File: config.mk
export PLATFORM = sky130hd
export DESIGN_NAME = ccsf_unit
export DESIGN_NICKNAME = d
export VERILOG_FILES = /design/src/rtl/ccsf_pkg.sv /design/src/rtl/ccsf_event_det.sv /design/src/rtl/ccsf_flag_cell.sv /design/src/rtl/ccsf_unit.sv
export SDC_FILE = /design/constraint.sdc
export NUM_CORES = 1
export LEC_CHECK = 0
export BUFFER_PORTS_ARGS = -buffer_cell sky130_fd_sc_hd__buf_2
export CAP_MARGIN = 40
export CORE_MARGIN = 2
export CORE_UTILIZATION = 40
export CTS_BUF_LIST = sky130_fd_sc_hd__clkbuf_2 sky130_fd_sc_hd__clkbuf_4 sky130_fd_sc_hd__clkbuf_8
export CTS_CLUSTER_SIZE = 24
export DETAILED_ROUTE_END_ITERATION = 8
export HOLD_SLACK_MARGIN = 0.08
export PLACE_DENSITY = 0.88
export SYNTH_ARGS = -nofsm -noshare
export SYNTH_HDL_FRONTEND = slang
export SYNTH_SLANG_ARGS = --single-unit
File: constraint.sdc
create_clock -name clk -period 1.4 [get_ports clk]
set_input_delay 0.07 -clock clk [delete_from_list [all_inputs] [get_ports clk]]
set_output_delay 0.07 -clock clk [all_outputs]
set_load 0.005 [all_outputs]
File: src/rtl/ccsf_pkg.sv
package ccsf_pkg;

  localparam int NFLAG = 4;

  typedef enum logic {
    MODE_OC = 1'b0,
    MODE_IC = 1'b1
  } cc_mode_e;

  // Set has priority over any clear in the same cycle.
  function automatic logic flag_nxt(logic cur, logic set_i, logic clr_i);
    return set_i | (cur & ~clr_i);
  endfunction

  // Arm survives only while the flag is 1 and no status write occurs.
  function automatic logic arm_nxt(logic arm, logic cur, logic rd, logic wr);
    return cur & ~wr & (arm | rd);
  endfunction

endpackage

File: src/rtl/ccsf_event_det.sv
module ccsf_event_det
  import ccsf_pkg::*;
#(
  parameter int CNT_W = 16
) (
  input  logic [CNT_W-1:0] cnt_val,
  input  logic [CNT_W-1:0] gr_val,
  input  cc_mode_e         mode,
  input  logic             cap_pulse,
  output logic             set_evt
);

  logic cmp_hit;

  assign cmp_hit = (cnt_val == gr_val);

  always_comb begin
    unique case (mode)
      MODE_IC: set_evt = cap_pulse;
      default: set_evt = cmp_hit;
    endcase
  end

endmodule

File: src/rtl/ccsf_flag_cell.sv
module ccsf_flag_cell
  import ccsf_pkg::*;
(
  input  logic clk,
  input  logic rst_n,
  input  logic set_evt,
  input  logic rd_stb,
  input  logic wr_stb,
  input  logic wr_bit,
  input  logic ack,
  input  logic dis_sel,
  output logic flag,
  output logic sw_clr,
  output logic dtc_clr
);

  logic arm_q;

  assign sw_clr  = wr_stb & arm_q & ~wr_bit;
  assign dtc_clr = ack & ~dis_sel;

  always_ff @(posedge clk or negedge rst_n) begin
    if (!rst_n) begin
      flag  <= 1'b0;
      arm_q <= 1'b0;
    end else begin
      flag  <= flag_nxt(flag, set_evt, sw_clr | dtc_clr);
      arm_q <= arm_nxt(arm_q, flag, rd_stb, wr_stb);
    end
  end

endmodule

File: src/rtl/ccsf_unit.sv
module ccsf_unit
  import ccsf_pkg::*;
#(
  parameter int CNT_W  = 16,
  parameter bit HAS_CD = 1'b1
) (
  input  logic                   clk,
  input  logic                   rst_n,
  input  logic [CNT_W-1:0]       cnt_val,
  input  logic [4*CNT_W-1:0]     gr_flat,
  input  logic [3:0]             mode_ic,
  input  logic [3:0]             cap_evt,
  input  logic                   sts_rd,
  input  logic                   sts_wr,
  input  logic [3:0]             sts_wdata,
  input  logic [3:0]             ie,
  input  logic [3:0]             dtc_ack,
  input  logic                   dis_sel,
  output logic [3:0]             sts_rdata,
  output logic [3:0]             irq
);

  localparam logic [NFLAG-1:0] FLAG_MASK = HAS_CD ? 4'b1111 : 4'b0011;

  logic [NFLAG-1:0] raw_evt;
  logic [NFLAG-1:0] set_evt;
  logic [NFLAG-1:0] flag_q;
  logic [NFLAG-1:0] sw_clr;
  logic [NFLAG-1:0] dtc_clr;

  for (genvar i = 0; i < NFLAG; i++) begin : g_flag
    ccsf_event_det #(.CNT_W(CNT_W)) u_det (
      .cnt_val   (cnt_val),
      .gr_val    (gr_flat[i*CNT_W +: CNT_W]),
      .mode      (cc_mode_e'(mode_ic[i])),
      .cap_pulse (cap_evt[i]),
      .set_evt   (raw_evt[i])
    );

    // Reserved flags never see a set event, so they stay at reset value.
    assign set_evt[i] = raw_evt[i] & FLAG_MASK[i];

    ccsf_flag_cell u_cell (
      .clk     (clk),
      .rst_n   (rst_n),
      .set_evt (set_evt[i]),
      .rd_stb  (sts_rd),
      .wr_stb  (sts_wr),
      .wr_bit  (sts_wdata[i]),
      .ack     (dtc_ack[i]),
      .dis_sel (dis_sel),
      .flag    (flag_q[i]),
      .sw_clr  (sw_clr[i]),
      .dtc_clr (dtc_clr[i])
    );
  end

  assign sts_rdata = flag_q & FLAG_MASK;
  assign irq       = sts_rdata & ie;

endmodule

# Yosys cells after proc, flatten, opt, wreduce, memory -nomap -nowiden
# Index checks and enable logic that the tools add are counted.
[word_totals]
reg_bits = 8
latchBits = 0
ram_bits = 0
rom_bits = 0
wordCells = 63
mem_count = 0
[op_classes]
add_sub_neg = 0
n_mul = 0
div = 0
n_lt_le_gt_ge = 0
eq_ne = 4
n_shift = 0
n_mux = 4
bitwise = 47
n_reduce_logical = 0
[ops]
columns = ["op", "count"]
rows = [
  ["$eq 16x16->1", 4],
  ["$and 1x1->1", 24],
  ["$or 1x1->1", 12],
  ["$not 1->1", 10],
  ["$and 4x4->4", 1],
  ["$mux 1", 4],
]

# Logic depth before layout (Yosys ltp)
# Gate-level depths: netlist of run 1.
[logic_depth]
depth_word = 6
depth_mapped = 4
depth_no_buf = 4

# By module
# Synthesis of run 1 repeated with hierarchy kept, for this count alone.
[hier_totals]
hier_cells = 132
area_unflattened_um2 = 1111.1
[modules_own_cells]
columns = ["mod", "n_inst", "cells_each", "area_per_inst_um2", "seq_area_each_um2"]
rows = [
  ["ccsf_event_det", 4, 23, 180.2, 0.0],
  ["ccsf_flag_cell", 4, 9, 91.3, 50.0],
  ["ccsf_unit", 1, 4, 25.0, 0.0],
]

# Worst setup path before layout of run 1
# Ideal clock, no wire load.
[synth_timing]
path_type = "in2reg"
start = "input port gr_flat[5]"
end = "register g_flag[0].u_cell.flag"
setup_ns = 0.092
t_arrival_ns = 0.752
required_time_ns = 1.308
slack_ns = 0.556
stages = 4
n_path_buf = 0
cell_sequence = "xor2_1 > nor4_1 > nand4_1 > o31ai_2"
[synth_between]
elab_chain_len = 3
[synth_rtl]
columns = ["element", "line_no", "text"]
rows = [
  ["from (decl)", "ccsf_unit.sv:10", "input logic [4*CNT_W-1:0] gr_flat,"],
  ["$eq 16x16->1", "ccsf_event_det.sv:15", "assign cmp_hit = (cnt_val == gr_val);"],
  ["$mux 1", "ccsf_event_det.sv:18", "unique case (mode)"],
  ["$or 1x1->1", "ccsf_pkg.sv:12", "return set_i | (cur & ~clr_i);"],
  ["to (signal assigned)", "ccsf_flag_cell.sv:27", "flag <= flag_nxt(flag, set_evt, sw_clr | dtc_clr);"],
  ["to (decl)", "ccsf_flag_cell.sv:12", "output logic flag,"],
]
# Every way passes these cells.

# Final worst setup path of run 1
[layout_timing]
start = "input port cnt_val[4]"
end = "register g_flag[3].u_cell.flag"
[layout_between]
elab_chain_len = 3
[layout_rtl]
columns = ["element", "line_no", "text"]
rows = [
  ["from (decl)", "ccsf_unit.sv:9", "input logic [CNT_W-1:0] cnt_val,"],
  ["$eq 16x16->1", "ccsf_event_det.sv:15", ""],
  ["$mux 1", "ccsf_event_det.sv:18", ""],
  ["$or 1x1->1", "ccsf_pkg.sv:12", ""],
  ["to (signal assigned)", "ccsf_flag_cell.sv:27", ""],
  ["to (decl)", "ccsf_flag_cell.sv:12", ""],
]
# Every way passes these cells.

==> metrics.yaml, run 1 <==
ys_ff_latch: 8
num_io_pins: 113
hold_viol_final: 0
initial_core_util_pct: 42.2
tns_ps: 0
async_flop_share_pct: 100
yosysWarningCount: 0
critPathLaunchType: "primary input"
htreeDepth: 1
synth.cell_area_um2: 1160
max_slew_margin_pct: 71.5
fp.dieW_um: 57.9
num_vias: 1334
irDropWorstVdd_mv: 0.479
crit_path_max_fanout: 4
wl_mm: 3.77
initialDrtViolationCount: 71
post_drt_via_cell_ratio: 4.85
drtPass1Iterations: 4
drive_above_1_share_pct: 51.2
path_cells: "buf_2 -> xor2_1 -> nor4_1 -> nand4_1 -> o31ai_2"
io_buffers: 112
die_h_um: 57.9
yosysUniqueCellTypes: 15
outcome: "complete, no violations"
clkLatencyLatePin_ps: 250
syn_nets: 230
clk_pin_slew_worst_paths_ps: 50
grt_pass1_wl_mm: 5.88
p_per_area_nw_per_um2: 499
postRouteAntennaNets: 0
hold_class: "primary input to register"
synth_most_common_cell: "xor2_1"
cts.sinks: 8
grt_pass1_vias: 1386
startpoint: "cnt_val[4]"
synth.avg_cell_area_um2: 9.30
synth_edf_count: 0
rsz0062_at_grt: "false"
tightest_slew_ps: 423
leakage_nw: 0.932
arrival_ps: 1170
tritoncts: "built"
cap_viol_max_count: 0
antenna_found_initial: 0
worstHoldStart: "sts_wr"
area_growth_pct: 58.3
period_share_pct: 72.5
crit_required_ps: 1560
dp.final_hpwl_mm: 3.30
ys_seq_area_share_pct: 17.2
critical_path.slowest_cell: "nor4_1"
cts.path.max_buffers: 2
synth_top_area_share_pct: 48.2
antennaDiodeCount: 0
yosys.area.top_type: "xor2_1"
skew_ps: 0.210
period_needed_ps: 1010
syn_inst: 125
place.gp.congestion: 0.817
drc: 0
slowest_delay_ps: 430
netlist_top_cells_count: "xor2_1 (64), dfrtp_1 (8), nor4_1 (6), nor4_2 (6)"
grt-ovfl-total: 0
fmax_mhz: 985
setup_viol_count_final: 0
die_area_um2: 3350
core_um2: 2760
cts_buffers: 3
cp-end-kind: "register"
slew_violations: 0
wire_per_inst_um: 13.7
cts_root_buffer: "clkbuf_4"
fin_nets: 351
synth-main-ff-cell: "dfrtp_1"
grt_max_degree: 9
regToRegStartpoint: "g_flag[0].u_cell.arm_q"
rows: 19
utilization_pct: 66.7
track_usage_pct: 22.9
synthTopCellsByArea: "xor2_1 (48%), dfrtp_1 (17%), nor4_2 (6.5%), o31ai_2 (4.3%), nor4_1 (3.2%)"
cts_setup_buffers: 0
critPathKind: "primary input to register"
==> layout by cell type, fill, tap and decap left out <==
master / count
nor4_1: 6
a32oi_1: 4
clkbuf_4: 3
nor4_2: 6
nor2_1: 4
nand4_1: 4
buf_2: 112
nor3b_1: 4
dfrtp_1: 8
nand3b_1: 4
xor2_1: 64
and2_1: 4
nand2b_1: 4
dlygate4sd3_1: 9
nor3_1: 4
o31ai_2: 4
==> final timing paths <==
path	slack, ps	cells after the start	endpoint
worst max-delay path	390	5	g_flag[3].u_cell.flag
worst min-delay path	90	2	g_flag[0].u_cell.arm_q
worst max register to register	520	3	g_flag[0].u_cell.flag
worst min register to register	560	2	g_flag[2].u_cell.arm_q
max in group asynchronous	1040	2	g_flag[3].u_cell.flag
min in group asynchronous	190	2	g_flag[1].u_cell.arm_q
==> repair_timing <==
item                      4_1_cts  5_1_grt
hold buffers                    9        0
hold endpoints to repair       12        0
resized for setup               0        0
==> report_power, final <==
group | internal, mW | switching (mW)
sequential | 0.255 | 0.0176
clock | 0.0976 | 0.0712
combinational | 0.257 | 0.219
total | 0.610 | 0.308
==> kinds of logic (layout without fill, tap and decap cells) <==
group | after synthesis | in the layout | synth area share, %
compound gates | 8 | 8 | 7.32
xor+xnor | 64 | 64 | 48.2
buf+inv | 5 | 124 | 2.91
flops | 8 | 8 | 17.2
simple gates | 40 | 40 | 24.3
==> registers in the layout, summed over array words and instances, names as in the netlist <==
signal and flops:
g_flag.u_cell.arm_q 4, g_flag.u_cell.flag 4
==> stage by stage <==
stage                     total power [mW]  hold slack (ps)  instances  setup slack, ps  area (um2)
after detailed placement             0.735            -81.6        263              172        1730
after global routing                 0.989              119        275              364        1840
final                                0.918             93.1        275              385        1840
after floorplan                      0.496             -226        125              556        1160
after CTS                            0.929             85.0        275              406        1840
after global placement               0.727            -85.5        263              198        1730
==> worst max-delay path: cells and delay by family <==
kind | cells | cell delay [ps]
and+or+nand+nor | 2 | 620
buffers and inverters | 1 | 140
AOI/OAI and AO/OA | 1 | 190
xor gates and xnor gates | 1 | 160
==> per-layer routing <==
metal / share of wire, % / vias to the layer above / GRT usage [%]
met5: 0 / - / 0
met4: 1.8 / 0 / 10.3
met3: 9.5 / 6 / 3.57
met2: 53 / 73 / 43.3
met1: 36 / 580 / 24.7
li1: - / 675 / -
==> final cells by class <==
type | count | area, um2
Multi-Input combinational cell | 112 | 928
Fill cell | 241 | 917
Timing Repair Buffer | 121 | 651
Sequential cell | 8 | 200
Tap cell | 31 | 38.8
Clock buffer | 3 | 22.5
(Power assumes the default switching activity.)
==> inputs of run 2 (changes only) <==
CORE_UTILIZATION = 37   (was 40)
PLACE_DENSITY = 0.82   (was 0.88)
clock period = 1 ns   (was 1.4 ns; I/O delays follow)
==> metrics.yaml, run 2 (synthesized netlist as in run 1, its figures left out) <==
fin_nets: 366
setup_viol_count_final: 0
slowest_delay_ps: 400
dp.cells: 289
tightest_slew_ps: 374
period_needed_ps: 958
fin_ws_ps: 42.0
grt.met1_usage_pct: 22.8
htreeDepth: 1
finalInstanceArea_um2: 1970
drc: 0
dp.final_hpwl_mm: 3.36
grtUsageMet3_pct: 1.73
leakage_nw: 1.00
critPathLaunchType: "register"
clkLatencyLatePin_ps: 250
wire_per_inst_um: 12.6
antenna_found_initial: 0
path_cells: "and2_1 -> buf_2"
instances_no_fill: 303
top_regs: "g_flag.u_cell.arm_q x4, g_flag.u_cell.flag x4"
drive_above_1_share_pct: 53.7
io_buffers: 112
cts_root_buffer: "clkbuf_4"
postRouteAntennaNets: 0
tritoncts: "built"
use_met2_pct: 42.5
clk_pin_slew_worst_paths_ps: 50
die_area_um2: 3610
grt_pass1_wl_mm: 5.79
grt_pass1_vias: 1436
rsz0062_at_grt: "false"
drtPass1Iterations: 4
grt-ovfl-total: 0
track_usage_pct: 21.6
fin_hold_ws_ps: 99.3
irDropWorstVdd_mv: 0.349
antennaDiodeCount: 0
initial_core_util_pct: 38.4
hold_class: "primary input to register"
num_vias: 1411
wl_mm: 3.82
cts.path.max_buffers: 2
critPathKind: "register to output port"
top_usage_layer: "met2"
timing.critical_path.buf_inv: 1
fmax_mhz: 1040
die_h_um: 60.1
slew_violations: 0
place_area_um2: 1840
initialDrtViolationCount: 23
crit_required_ps: 950
layout_common_cells: "buf_2 (112), xor2_1 (64), buf_4 (14), dlygate4sd3_1 (10), dfrtp_1 (8)"
rows: 20
num_io_pins: 113
grt_max_degree: 9
post_drt_via_cell_ratio: 4.66
final_common_cell: "buf_2"
cts_buffers: 3
area_growth_pct: 69.6
arrival_ps: 910
max_slew_margin_pct: 74.9
fp.dieW_um: 60.1
p_per_area_nw_per_um2: 676
crit_path_max_fanout: 4
cts.sinks: 8
core_um2: 3030
place.gp.congestion: 0.820
hold_viol_final: 0
cp-end-kind: "output port"
cp_top_family: "flip-flops"
skew_ps: 0.224
dp_slack_ps: -183
ctsResizeCount: 0
cap_viol_max_count: 0
period_share_pct: 95.8
outcome: "complete, no violations"
critical_path.slowest_cell: "dfrtp_1"
-- run 2: changes by cell type in the layout (fill, tap and decap cells not counted), sizes merged --
| cell | change |
|---|---|
| buf | +14 |
| dlygate4sd3 | +1 |
-- run 2: per-stage QoR --
stage / TNS [ps] / power [mW] / utilization (%)
global route: 0 / 1.44 / 65.1
detailed placement: -601 / 1.07 / 60.8
finish: 0 / 1.33 / 65.1
floorplan: 0 / 0.694 / -
CTS: 0 / 1.35 / 64.9
global placement: -487 / 1.05 / 60.8
-- run 2: report_power, final --
group	leakage (nW)	internal, mW	switching, mW
Clock	0.0138	0.137	0.0984
Combinational	0.891	0.400	0.318
Sequential	0.0990	0.357	0.0235
-- run 2: layer usage --
| layer | share of wire, % | wire (um) |
|---|---|---|
| met1 | 38 | 1440 |
| met2 | 53 | 2010 |
| met3 | 6.6 | 251 |
| met4 | 3.0 | 113 |
| met5 | 0 | 0 |
-- run 2: area by class of cell --
type,count,area [um2]
fillers,262,1060
multi-input cells,112,928
repair buffers,136,766
flip-flops and latches,8,200
well taps,44,55.1
clock buffers,3,22.5
-- run 2: path summary, 6_finish.rpt --
kind | start | endpoint | cells past startpoint | slack [ps]
setup / recovery | g_flag[1].u_cell.flag | irq[1] | 2 | 40
hold / removal | sts_rd | g_flag[0].u_cell.arm_q | 3 | 100
setup reg to reg | g_flag[0].u_cell.arm_q | g_flag[0].u_cell.flag | 3 | 100
hold reg to reg | g_flag[1].u_cell.arm_q | g_flag[1].u_cell.arm_q | 2 | 550
max in group asynchronous | rst_n | g_flag[2].u_cell.flag | 2 | 660
min in group asynchronous | rst_n | g_flag[3].u_cell.arm_q | 2 | 180
-- run 2: worst min-delay path, stage by stage --
cell	delay, ps
buf_2	120
nor2_1	80
nor3b_1	50
-- run 2: what timing repair did --
action                                  CTS  global route
setup buffers                             0             1
hold buffers                             10             0
endpoints found under the setup margin    0             1
hold endpoints to repair                 16             0
